$ cat src/rtl/qrv_pkg.sv
package qrv_pkg;

    typedef enum logic [2:0] {
        MODE_FOLD = 3'd0,
        MODE_V1   = 3'd1,
        MODE_V2   = 3'd2,
        MODE_V3   = 3'd3,
        MODE_V4   = 3'd4
    } mode_e;

    typedef enum logic [1:0] {
        PH_ON    = 2'd0,
        PH_BLANK = 2'd1,
        PH_COUNT = 2'd2
    } phase_e;

endpackage

$ cat src/rtl/qrv_lockout.sv
module qrv_lockout
    import qrv_pkg::*;
#(
    parameter int FB_W    = 12,
    parameter int TH_1TO2 = 1400,
    parameter int TH_2TO3 = 1200,
    parameter int TH_3TO4 = 900,
    parameter int TH_4TOF = 800,
    parameter int TH_FTO4 = 1400,
    parameter int TH_4TO3 = 1600,
    parameter int TH_3TO2 = 1800,
    parameter int TH_2TO1 = 2000
) (
    input  logic            clk,
    input  logic            rst_n,
    input  logic [FB_W-1:0] fb_mv,
    output mode_e           mode_o
);

    localparam logic [FB_W-1:0] DN_12 = FB_W'(TH_1TO2);
    localparam logic [FB_W-1:0] DN_23 = FB_W'(TH_2TO3);
    localparam logic [FB_W-1:0] DN_34 = FB_W'(TH_3TO4);
    localparam logic [FB_W-1:0] DN_4F = FB_W'(TH_4TOF);
    localparam logic [FB_W-1:0] UP_F4 = FB_W'(TH_FTO4);
    localparam logic [FB_W-1:0] UP_43 = FB_W'(TH_4TO3);
    localparam logic [FB_W-1:0] UP_32 = FB_W'(TH_3TO2);
    localparam logic [FB_W-1:0] UP_21 = FB_W'(TH_2TO1);

    typedef struct packed {
        mode_e mode;
    } lock_t;

    lock_t lock_d, lock_q;

    always_comb begin
        lock_d = lock_q;
        unique case (lock_q.mode)
            MODE_V1: begin
                if (fb_mv < DN_12) lock_d.mode = MODE_V2;
            end
            MODE_V2: begin
                if (fb_mv < DN_23)      lock_d.mode = MODE_V3;
                else if (fb_mv > UP_21) lock_d.mode = MODE_V1;
            end
            MODE_V3: begin
                if (fb_mv < DN_34)      lock_d.mode = MODE_V4;
                else if (fb_mv > UP_32) lock_d.mode = MODE_V2;
            end
            MODE_V4: begin
                if (fb_mv < DN_4F)      lock_d.mode = MODE_FOLD;
                else if (fb_mv > UP_43) lock_d.mode = MODE_V3;
            end
            MODE_FOLD: begin
                if (fb_mv > UP_F4) lock_d.mode = MODE_V4;
            end
            default: lock_d.mode = MODE_V1;
        endcase
    end

    always_ff @(posedge clk) begin
        if (!rst_n) lock_q <= '{mode: MODE_V1};
        else        lock_q <= lock_d;
    end

    assign mode_o = lock_q.mode;

endmodule

$ cat src/rtl/qrv_zc_edge.sv
module qrv_zc_edge (
    input  logic clk,
    input  logic rst_n,
    input  logic zc_in,
    output logic fall_o
);

    typedef struct packed {
        logic zc;
    } edge_t;

    edge_t edge_d, edge_q;

    always_comb begin
        edge_d    = edge_q;
        edge_d.zc = zc_in;
    end

    always_ff @(posedge clk) begin
        if (!rst_n) edge_q <= '{zc: 1'b0};
        else        edge_q <= edge_d;
    end

    assign fall_o = edge_q.zc & ~zc_in;

endmodule

$ cat src/rtl/qrv_cycle_fsm.sv
module qrv_cycle_fsm
    import qrv_pkg::*;
#(
    parameter int BLANK_TICKS   = 150,
    parameter int TOUT_TICKS    = 295,
    parameter int TOUT_SS_TICKS = 2000
) (
    input  logic  clk,
    input  logic  rst_n,
    input  mode_e sel_mode_i,
    input  logic  fall_i,
    input  logic  ss_done_i,
    input  logic  ton_end_i,
    output logic  turn_on_o,
    output mode_e run_mode_o
);

    localparam int MAX_AB = (BLANK_TICKS > TOUT_TICKS) ? BLANK_TICKS : TOUT_TICKS;
    localparam int MAX_T  = (MAX_AB > TOUT_SS_TICKS) ? MAX_AB : TOUT_SS_TICKS;
    localparam int TW     = $clog2(MAX_T + 1);

    localparam logic [TW-1:0] BLANK_LAST = TW'(BLANK_TICKS - 1);
    localparam logic [TW-1:0] TOUT_LAST  = TW'(TOUT_TICKS - 1);
    localparam logic [TW-1:0] TSS_LAST   = TW'(TOUT_SS_TICKS - 1);

    typedef struct packed {
        phase_e        phase;
        mode_e         run;
        logic [2:0]    cnt;
        logic [TW-1:0] tick;
        logic          fire;
    } fsm_t;

    fsm_t fsm_d, fsm_q;

    logic [TW-1:0] win_last;
    logic          valley_ev;
    logic [2:0]    cnt_inc;

    always_comb begin
        win_last  = ss_done_i ? TOUT_LAST : TSS_LAST;
        valley_ev = fall_i || (fsm_q.tick == win_last);
        cnt_inc   = fsm_q.cnt + 3'd1;

        fsm_d      = fsm_q;
        fsm_d.fire = 1'b0;

        unique case (fsm_q.phase)
            PH_ON: begin
                if (ton_end_i) begin
                    fsm_d.run  = sel_mode_i;
                    fsm_d.tick = '0;
                    fsm_d.cnt  = '0;
                    if (sel_mode_i != MODE_FOLD) fsm_d.phase = PH_BLANK;
                end
            end
            PH_BLANK: begin
                if (fsm_q.tick == BLANK_LAST) begin
                    fsm_d.phase = PH_COUNT;
                    fsm_d.tick  = '0;
                end else begin
                    fsm_d.tick = fsm_q.tick + 1'b1;
                end
            end
            PH_COUNT: begin
                if (valley_ev) begin
                    fsm_d.tick = '0;
                    if (cnt_inc == 3'(fsm_q.run)) begin
                        fsm_d.fire  = 1'b1;
                        fsm_d.cnt   = '0;
                        fsm_d.phase = PH_ON;
                    end else begin
                        fsm_d.cnt = cnt_inc;
                    end
                end else begin
                    fsm_d.tick = fsm_q.tick + 1'b1;
                end
            end
            default: fsm_d.phase = PH_ON;
        endcase
    end

    always_ff @(posedge clk) begin
        if (!rst_n) begin
            fsm_q <= '{phase: PH_ON, run: MODE_V1, cnt: 3'd0, tick: '0, fire: 1'b0};
        end else begin
            fsm_q <= fsm_d;
        end
    end

    assign turn_on_o  = fsm_q.fire;
    assign run_mode_o = fsm_q.run;

endmodule

$ cat src/rtl/qrv_valley_sequencer.sv
module qrv_valley_sequencer
    import qrv_pkg::*;
#(
    parameter int FB_W          = 12,
    parameter int BLANK_TICKS   = 150,
    parameter int TOUT_TICKS    = 295,
    parameter int TOUT_SS_TICKS = 2000,
    parameter int TH_1TO2       = 1400,
    parameter int TH_2TO3       = 1200,
    parameter int TH_3TO4       = 900,
    parameter int TH_4TOF       = 800,
    parameter int TH_FTO4       = 1400,
    parameter int TH_4TO3       = 1600,
    parameter int TH_3TO2       = 1800,
    parameter int TH_2TO1       = 2000
) (
    input  logic            clk,
    input  logic            rst_n,
    input  logic [FB_W-1:0] fb_mv,
    input  logic            zc_in,
    input  logic            ss_done,
    input  logic            ton_end,
    output logic            turn_on,
    output logic [2:0]      sel_mode,
    output logic [2:0]      run_mode
);

    mode_e tracked;
    mode_e running;
    logic  zc_fall;

    qrv_lockout #(
        .FB_W(FB_W),
        .TH_1TO2(TH_1TO2), .TH_2TO3(TH_2TO3), .TH_3TO4(TH_3TO4), .TH_4TOF(TH_4TOF),
        .TH_FTO4(TH_FTO4), .TH_4TO3(TH_4TO3), .TH_3TO2(TH_3TO2), .TH_2TO1(TH_2TO1)
    ) u_lockout (
        .clk   (clk),
        .rst_n (rst_n),
        .fb_mv (fb_mv),
        .mode_o(tracked)
    );

    qrv_zc_edge u_zc_edge (
        .clk   (clk),
        .rst_n (rst_n),
        .zc_in (zc_in),
        .fall_o(zc_fall)
    );

    qrv_cycle_fsm #(
        .BLANK_TICKS  (BLANK_TICKS),
        .TOUT_TICKS   (TOUT_TICKS),
        .TOUT_SS_TICKS(TOUT_SS_TICKS)
    ) u_cycle (
        .clk       (clk),
        .rst_n     (rst_n),
        .sel_mode_i(tracked),
        .fall_i    (zc_fall),
        .ss_done_i (ss_done),
        .ton_end_i (ton_end),
        .turn_on_o (turn_on),
        .run_mode_o(running)
    );

    assign sel_mode = 3'(tracked);
    assign run_mode = 3'(running);

endmodule

$ cat config.mk
export PLATFORM = sky130hd
export DESIGN_NAME = qrv_valley_sequencer
export DESIGN_NICKNAME = d
export VERILOG_FILES = /design/src/rtl/qrv_pkg.sv /design/src/rtl/qrv_lockout.sv /design/src/rtl/qrv_zc_edge.sv /design/src/rtl/qrv_cycle_fsm.sv /design/src/rtl/qrv_valley_sequencer.sv
export SDC_FILE = /design/constraint.sdc
export NUM_CORES = 1
export LEC_CHECK = 0
export ABC_AREA = 1
export BUFFER_PORTS_ARGS = -buffer_cell sky130_fd_sc_hd__buf_2
export CORE_AREA = 2 2 66 68
export CTS_CLUSTER_SIZE = 25
export DETAILED_ROUTE_END_ITERATION = 7
export DIE_AREA = 0 0 68 70
export PLACE_DENSITY = 0.76
export SKIP_CTS_REPAIR_TIMING = 1
export SLEW_MARGIN = 20
export SYNTH_ARGS = -nofsm -noshare
export SYNTH_HDL_FRONTEND = slang
export SYNTH_HIERARCHICAL = 1
export SYNTH_SLANG_ARGS = --single-unit
$ cat constraint.sdc
create_clock -name clk -period 3.45 [get_ports clk]
set_input_delay 0.69 -clock clk [delete_from_list [all_inputs] [get_ports clk]]
set_output_delay 0.69 -clock clk [all_outputs]
set_load 0.03 [all_outputs]
## Word level (Yosys, flattened, before mapping)

Cells that the tools add are included.

- Mux-type cells: 23
- Bitwise gates (word level): 2
- $mul: 0
- Add/subtract/negate cells: 2
- Order comparisons: 8
- Divide/modulo/power cells: 0
- Shift-type cells: 0
- Reductions and logical operators: 12
- Equality and inequality tests: 19

Operators with widths:

| cell | count |
|---|---|
| 12-bit by 11-bit > comparator with 1-bit output, second input constant | 4 |
| 11-bit 2-to-1 mux | 3 |
| 11-bit case mux with 3 select lines | 1 |
| 3-bit 2-to-1 mux | 10 |
| 12-bit by 10-bit less-than comparator with 1-bit output, second input constant | 2 |
| 12-bit by 11-bit less-than comparator with 1-bit output, second input constant | 2 |
| 19-bit 2-to-1 mux | 1 |
| 3-bit case mux with 5 select lines | 1 |
| 2-bit by 1-bit inequality test with 1-bit output, second input constant | 6 |
| 11-bit by 1-bit adder with 11-bit output, second input constant | 1 |
| 11-bit equality test | 1 |
| 11-bit by 8-bit equality test with 1-bit output, second input constant | 1 |
| 5-bit AND reduction | 2 |
| 3-bit by 1-bit inequality test with 1-bit output, second input constant | 3 |
| 2-bit 2-to-1 mux | 4 |
| 3-bit by 2-bit equality test with 1-bit output, second input constant | 2 |
| 2-bit case mux with 3 select lines | 1 |
| 3-bit case mux with 2 select lines | 1 |
| 3-bit AND reduction | 2 |
| 3-bit nonzero test | 2 |
| 2-bit AND reduction | 2 |
| 3-bit by 1-bit adder with 3-bit output, second input constant | 1 |
| 3-bit by 1-bit equality test with 1-bit output, second input constant | 1 |
| 3-bit equality test | 1 |
| 11 further kinds | 11 |

- Word-level logic and storage cells: 73
- Memories: 0
- Flip-flop bits (word level): 24
- Input port bits: 17
- Memory bits (writable): 0
- Bits in latches: 0
- ROM bits: 0

## Logic depth before layout (Yosys ltp)

- Word-level depth: 5
- Gate-level depth with buffers: 12
- Depth with buffers taken out: 12

## Modules after synthesis

Netlist, hierarchy kept.

By module, submodules not included:

| module | instances | cells each | area an instance (µm²) |
|---|---|---|---|
| qrv_cycle_fsm | 1 | 193 | 1,290.0 |
| qrv_lockout | 1 | 120 | 620.6 |
| qrv_zc_edge | 1 | 5 | 35.0 |

## Worst setup path after synthesis

OpenSTA, ideal clock, no wires.

- Kind: in2reg
- Start point: input port fb_mv[11]
- End point: register u_lockout.lock_q (netlist bit u_lockout/mode_o[0])
- Required time: 3.329 ns
- Path slack: 1.856 ns
- Cell stages on the path: 10
- Data arrival time: 1.473 ns
- Cells stage by stage: inv_2 nand2_2 nor2_2 nand2_1 nand3_2 nand2_2 a21oi_4 nand2_1 nand2_1 nand3_1

- Cells in the longest elaborated chain, start to end: 3
- Elaborated cells on any way between the ends: 18

Ends and longest elaborated chain:

| item | RTL line | text |
|---|---|---|
| start, declared | qrv_valley_sequencer.sv:19 | `input logic [FB_W-1:0] fb_mv,` |
| 12-bit by 11-bit > comparator with 1-bit output (tied with other cells) | qrv_lockout.sv:51 | `else if (fb_mv > UP_43) lock_d.mode = MODE_V3;` |
| 3-bit by 1-bit inequality test with 1-bit output (no line) (tied with other cells) | - |  |
| 5-bit AND reduction (no line) or 3-bit case mux with 5 select lines (tied branches) | - |  |
| end signal, assigned | qrv_lockout.sv:61 | `if (!rst_n) lock_q <= '{mode: MODE_V1};` |
| end signal, assigned | qrv_lockout.sv:62 | `else lock_q <= lock_d;` |
| end, declared | qrv_lockout.sv:33 | `lock_t lock_d, lock_q;` |

Several ways; a longest one is shown, not always the timed one.
A chain may end at the register's enable or synchronous reset.

## Worst setup path after layout

- Start point: register u_cycle/fsm_q[18] in the netlist's numbering
- End point: register u_cycle/fsm_q[3] in the netlist's numbering

- Cells in the longest elaborated chain, start to end: 3
- Elaborated cells on any way between the ends: 7

Ends and longest elaborated chain:

| item | RTL line | text |
|---|---|---|
| start, declared | qrv_cycle_fsm.sv:34 | `fsm_t fsm_d, fsm_q;` |
| start signal, assigned | qrv_cycle_fsm.sv:85 | `fsm_q <= '{phase: PH_ON, run: MODE_V1, cnt: 3'd0, tick: '0, fire: 1'b0};` |
| start signal, assigned | qrv_cycle_fsm.sv:87 | `fsm_q <= fsm_d;` |
| 2-bit by 1-bit equality test with 1-bit output (tied with other cells) | qrv_cycle_fsm.sv:48 | `unique case (fsm_q.phase)` |
| 3-bit nonzero test (no line) or 2-bit inequality test (tied branches) | - |  |
| 2-bit AND reduction (no line) | - |  |

Several ways; a longest one is shown, not always the timed one.

==> metrics <==
largest net degree at the start of global routing=14; first-pass GRT wire length=between 6000 and 7000 um; worst path arrival time=2.47 ns; Yosys top cell area share=0.247; layout cells sized above 1=0.194; critical path type=reg2reg; Clock Pin Slew Worst Setup and Hold Paths=0.09 ns; Row Count=24; TritonCTS buffer count=3; fin crit period=2.26 ns; DRT iter0 DRCs=about 140; min-delay worst type=reg2reg; I/O pin total=24; HPWL after DPL=between 3000 and 4000 um; CP Capture Type=flip-flop; max_cap viols=0; Multi-input gate area=approximately 1200 um^2; async set-reset flop share out of synthesis=0; Area growth, synth to finish=8.81%; DR vias=1980; RSZ-0062 raised after global routing=false; Achievable Freq=442 MHz; status=complete, no violations; Cell variety after synth=34; IR Drop Worst-Case VDD=0.209 mV; ranking of synthesized cells by area=dfxtp_1 (25%), nand2_1 (16%), inv_1 (7.9%), nor2_1 (6.4%), a21oi_1 (6.2%); Nets=360; CP required=3.65 ns; EDFF count, synth=0; pins over their slew limit=0; CTS max path bufs=2; area leader, netlist=dfxtp_1; Mapped Area=roughly 1900 um^2; sequential cell area=480 um^2; post-synthesis sequential area ratio=0.247; Worst-Margin Slew=between 0.7 and 0.8 ns; post-route clock period utilization=0.656; main flop type after synthesis=dfxtp_1; DRC errors left=0; Setup violations, final=0; Tot GR Track Use=0.184; CP Max Fanout=12; Clock H-tree levels=1; fill count=425; initial antenna violation count=0; CTS tree=built; Cell Pwr Density=533 nW/um^2; DR WL/cell=10.8 um; Synth Instances=318; final hold vios=0; Sink Count=24; Synth Warn #=6; Via density=roughly 5.1; final core utilization=0.511; grt total ovfl=0; Leakage=0.000970 uW; die footprint=roughly 4800 um^2; clk_lat worst skew=0.27 ns; Die W=~68 um; Antenna Violating Nets Remaining=0; port bufs=23; Critical Path Start Type=flip-flop; vias in the first global route=~1800; Net Count, Synth=342; Slew headroom=0.508; Routed WL=4170 um; Die H=70 um; n_diodes=0; CORE AREA=4140 um^2; Starting Density=0.470; final setup TNS=0 ns; Syn Area/Cell=6.12 um^2; gpl congestion=0.912; #FFs+latches synth=24; cell at the root of the clock tree=clkbuf_8; 1st-pass router iterations=4; Final Skew=0.00404 ns
[final cells by class]
class / instances / share of cell area
Tap cell: 52 / 0.0307
Clock buffer: 4 / 0.0260
Inverter: 49 / 0.0869
Multi-Input combinational cell: 235 / 0.575
Sequential cell: 24 / 0.227
Timing Repair Buffer: 23 / 0.0544
[stage by stage]
step / power (uW) / worst slack (ns) / hold WS, ns / cell area (um^2) / std cells
finish: 1130 / 1.19 / 0.488 / 2120 / 387
CTS: 1130 / 1.21 / 0.487 / 2120 / 387
floorplan: 850 / 1.86 / 0.456 / 1950 / 318
global placement: 928 / 1.24 / 0.475 / 2060 / 383
detailed placement: 938 / 1.17 / 0.474 / 2060 / 383
global route: 1220 / 0.972 / 0.518 / 2120 / 387
[report_power, final]
part / switching, uW / total [uW] / leakage [uW] / internal (uW)
registers: 50.4 / 376 / 0.000196 / 326
logic: 376 / 557 / 0.000745 / 181
clock network: 92.1 / 194 / 0.0000288 / 102
total: 518 / 1130 / 0.000970 / 609
[layout by cell type, fill, tap and decap left out, types with 5 or more instances in the layout]
| cell type | count |
|---|---|
| ha_1 | 7 |
| inv_1 | 41 |
| nor2_2 | 11 |
| o21ai_0 | 9 |
| nand3_1 | 23 |
| dfxtp_1 | 24 |
| nor2_1 | 33 |
| inv_2 | 7 |
| nand2_2 | 8 |
| a21oi_1 | 24 |
| buf_2 | 23 |
| nand3_2 | 5 |
| nand2_1 | 81 |
| nand4_1 | 12 |
[flip-flops by register name, summed over array words and instances, names as in the netlist]
name and flops:
u_cycle/run_mode_o 3, u_lockout/mode_o 3, u_cycle/fsm_q 16, u_cycle/turn_on_o 1, u_zc_edge/edge_q 1
[kinds of logic (layout without fill, tap and decap cells)]
logic type / Yosys count / count (layout) / synth area share
AND/OR/NAND/NOR: 185 / 185 / 0.453
buffers and inverters: 59 / 76 / 0.127
AO/OA/AOI/OAI: 40 / 40 / 0.114
flip-flops: 24 / 24 / 0.247
adder cells (fa/ha/maj): 7 / 7 / 0.0450
XOR/XNOR: 3 / 3 / 0.0135
[path summary, 6_finish.rpt]
check | start | to | slack [ns] | cells after the start
worst max-delay path | u_cycle/fsm_q[18] | u_cycle/fsm_q[3] | 1.19 | 9
worst min-delay path | u_cycle/run_mode_o[2] | u_cycle/run_mode_o[2] | 0.49 | 2
worst max register to register | u_cycle/fsm_q[18] | u_cycle/fsm_q[3] | 1.19 | 9
worst min register to register | u_cycle/run_mode_o[2] | u_cycle/run_mode_o[2] | 0.49 | 2
[synth_stat cells, drive strengths merged (3+ instances only)]
master	instances
o21ai	12
inv	48
nor2	45
a21oi	25
xor2	3
clkbuf	4
buf	6
dfxtp	24
nand2	89
ha	7
nor3	4
nand3	29
nand4	13
[worst max-delay path: stages (launching register included)]
cell,delay (ns)
dfxtp_1,0.38
inv_1,0.08
ha_1,0.21
inv_1,0.08
or2_2,0.13
nand2_1,0.24
nor2_1,0.66
o21a_1,0.21
nand3_1,0.08
a21oi_1,0.14
[metal layers]
metal / global-route usage / part of all wire / up-vias
met3: 0.0209 / 0.042 / 12
met5: 0 / 0 / -
met4: 0.0800 / 0.022 / 0
met1: 0.230 / 0.47 / 868
met2: 0.310 / 0.47 / 54
li1: - / - / 1046
(Power assumes the default switching activity.)
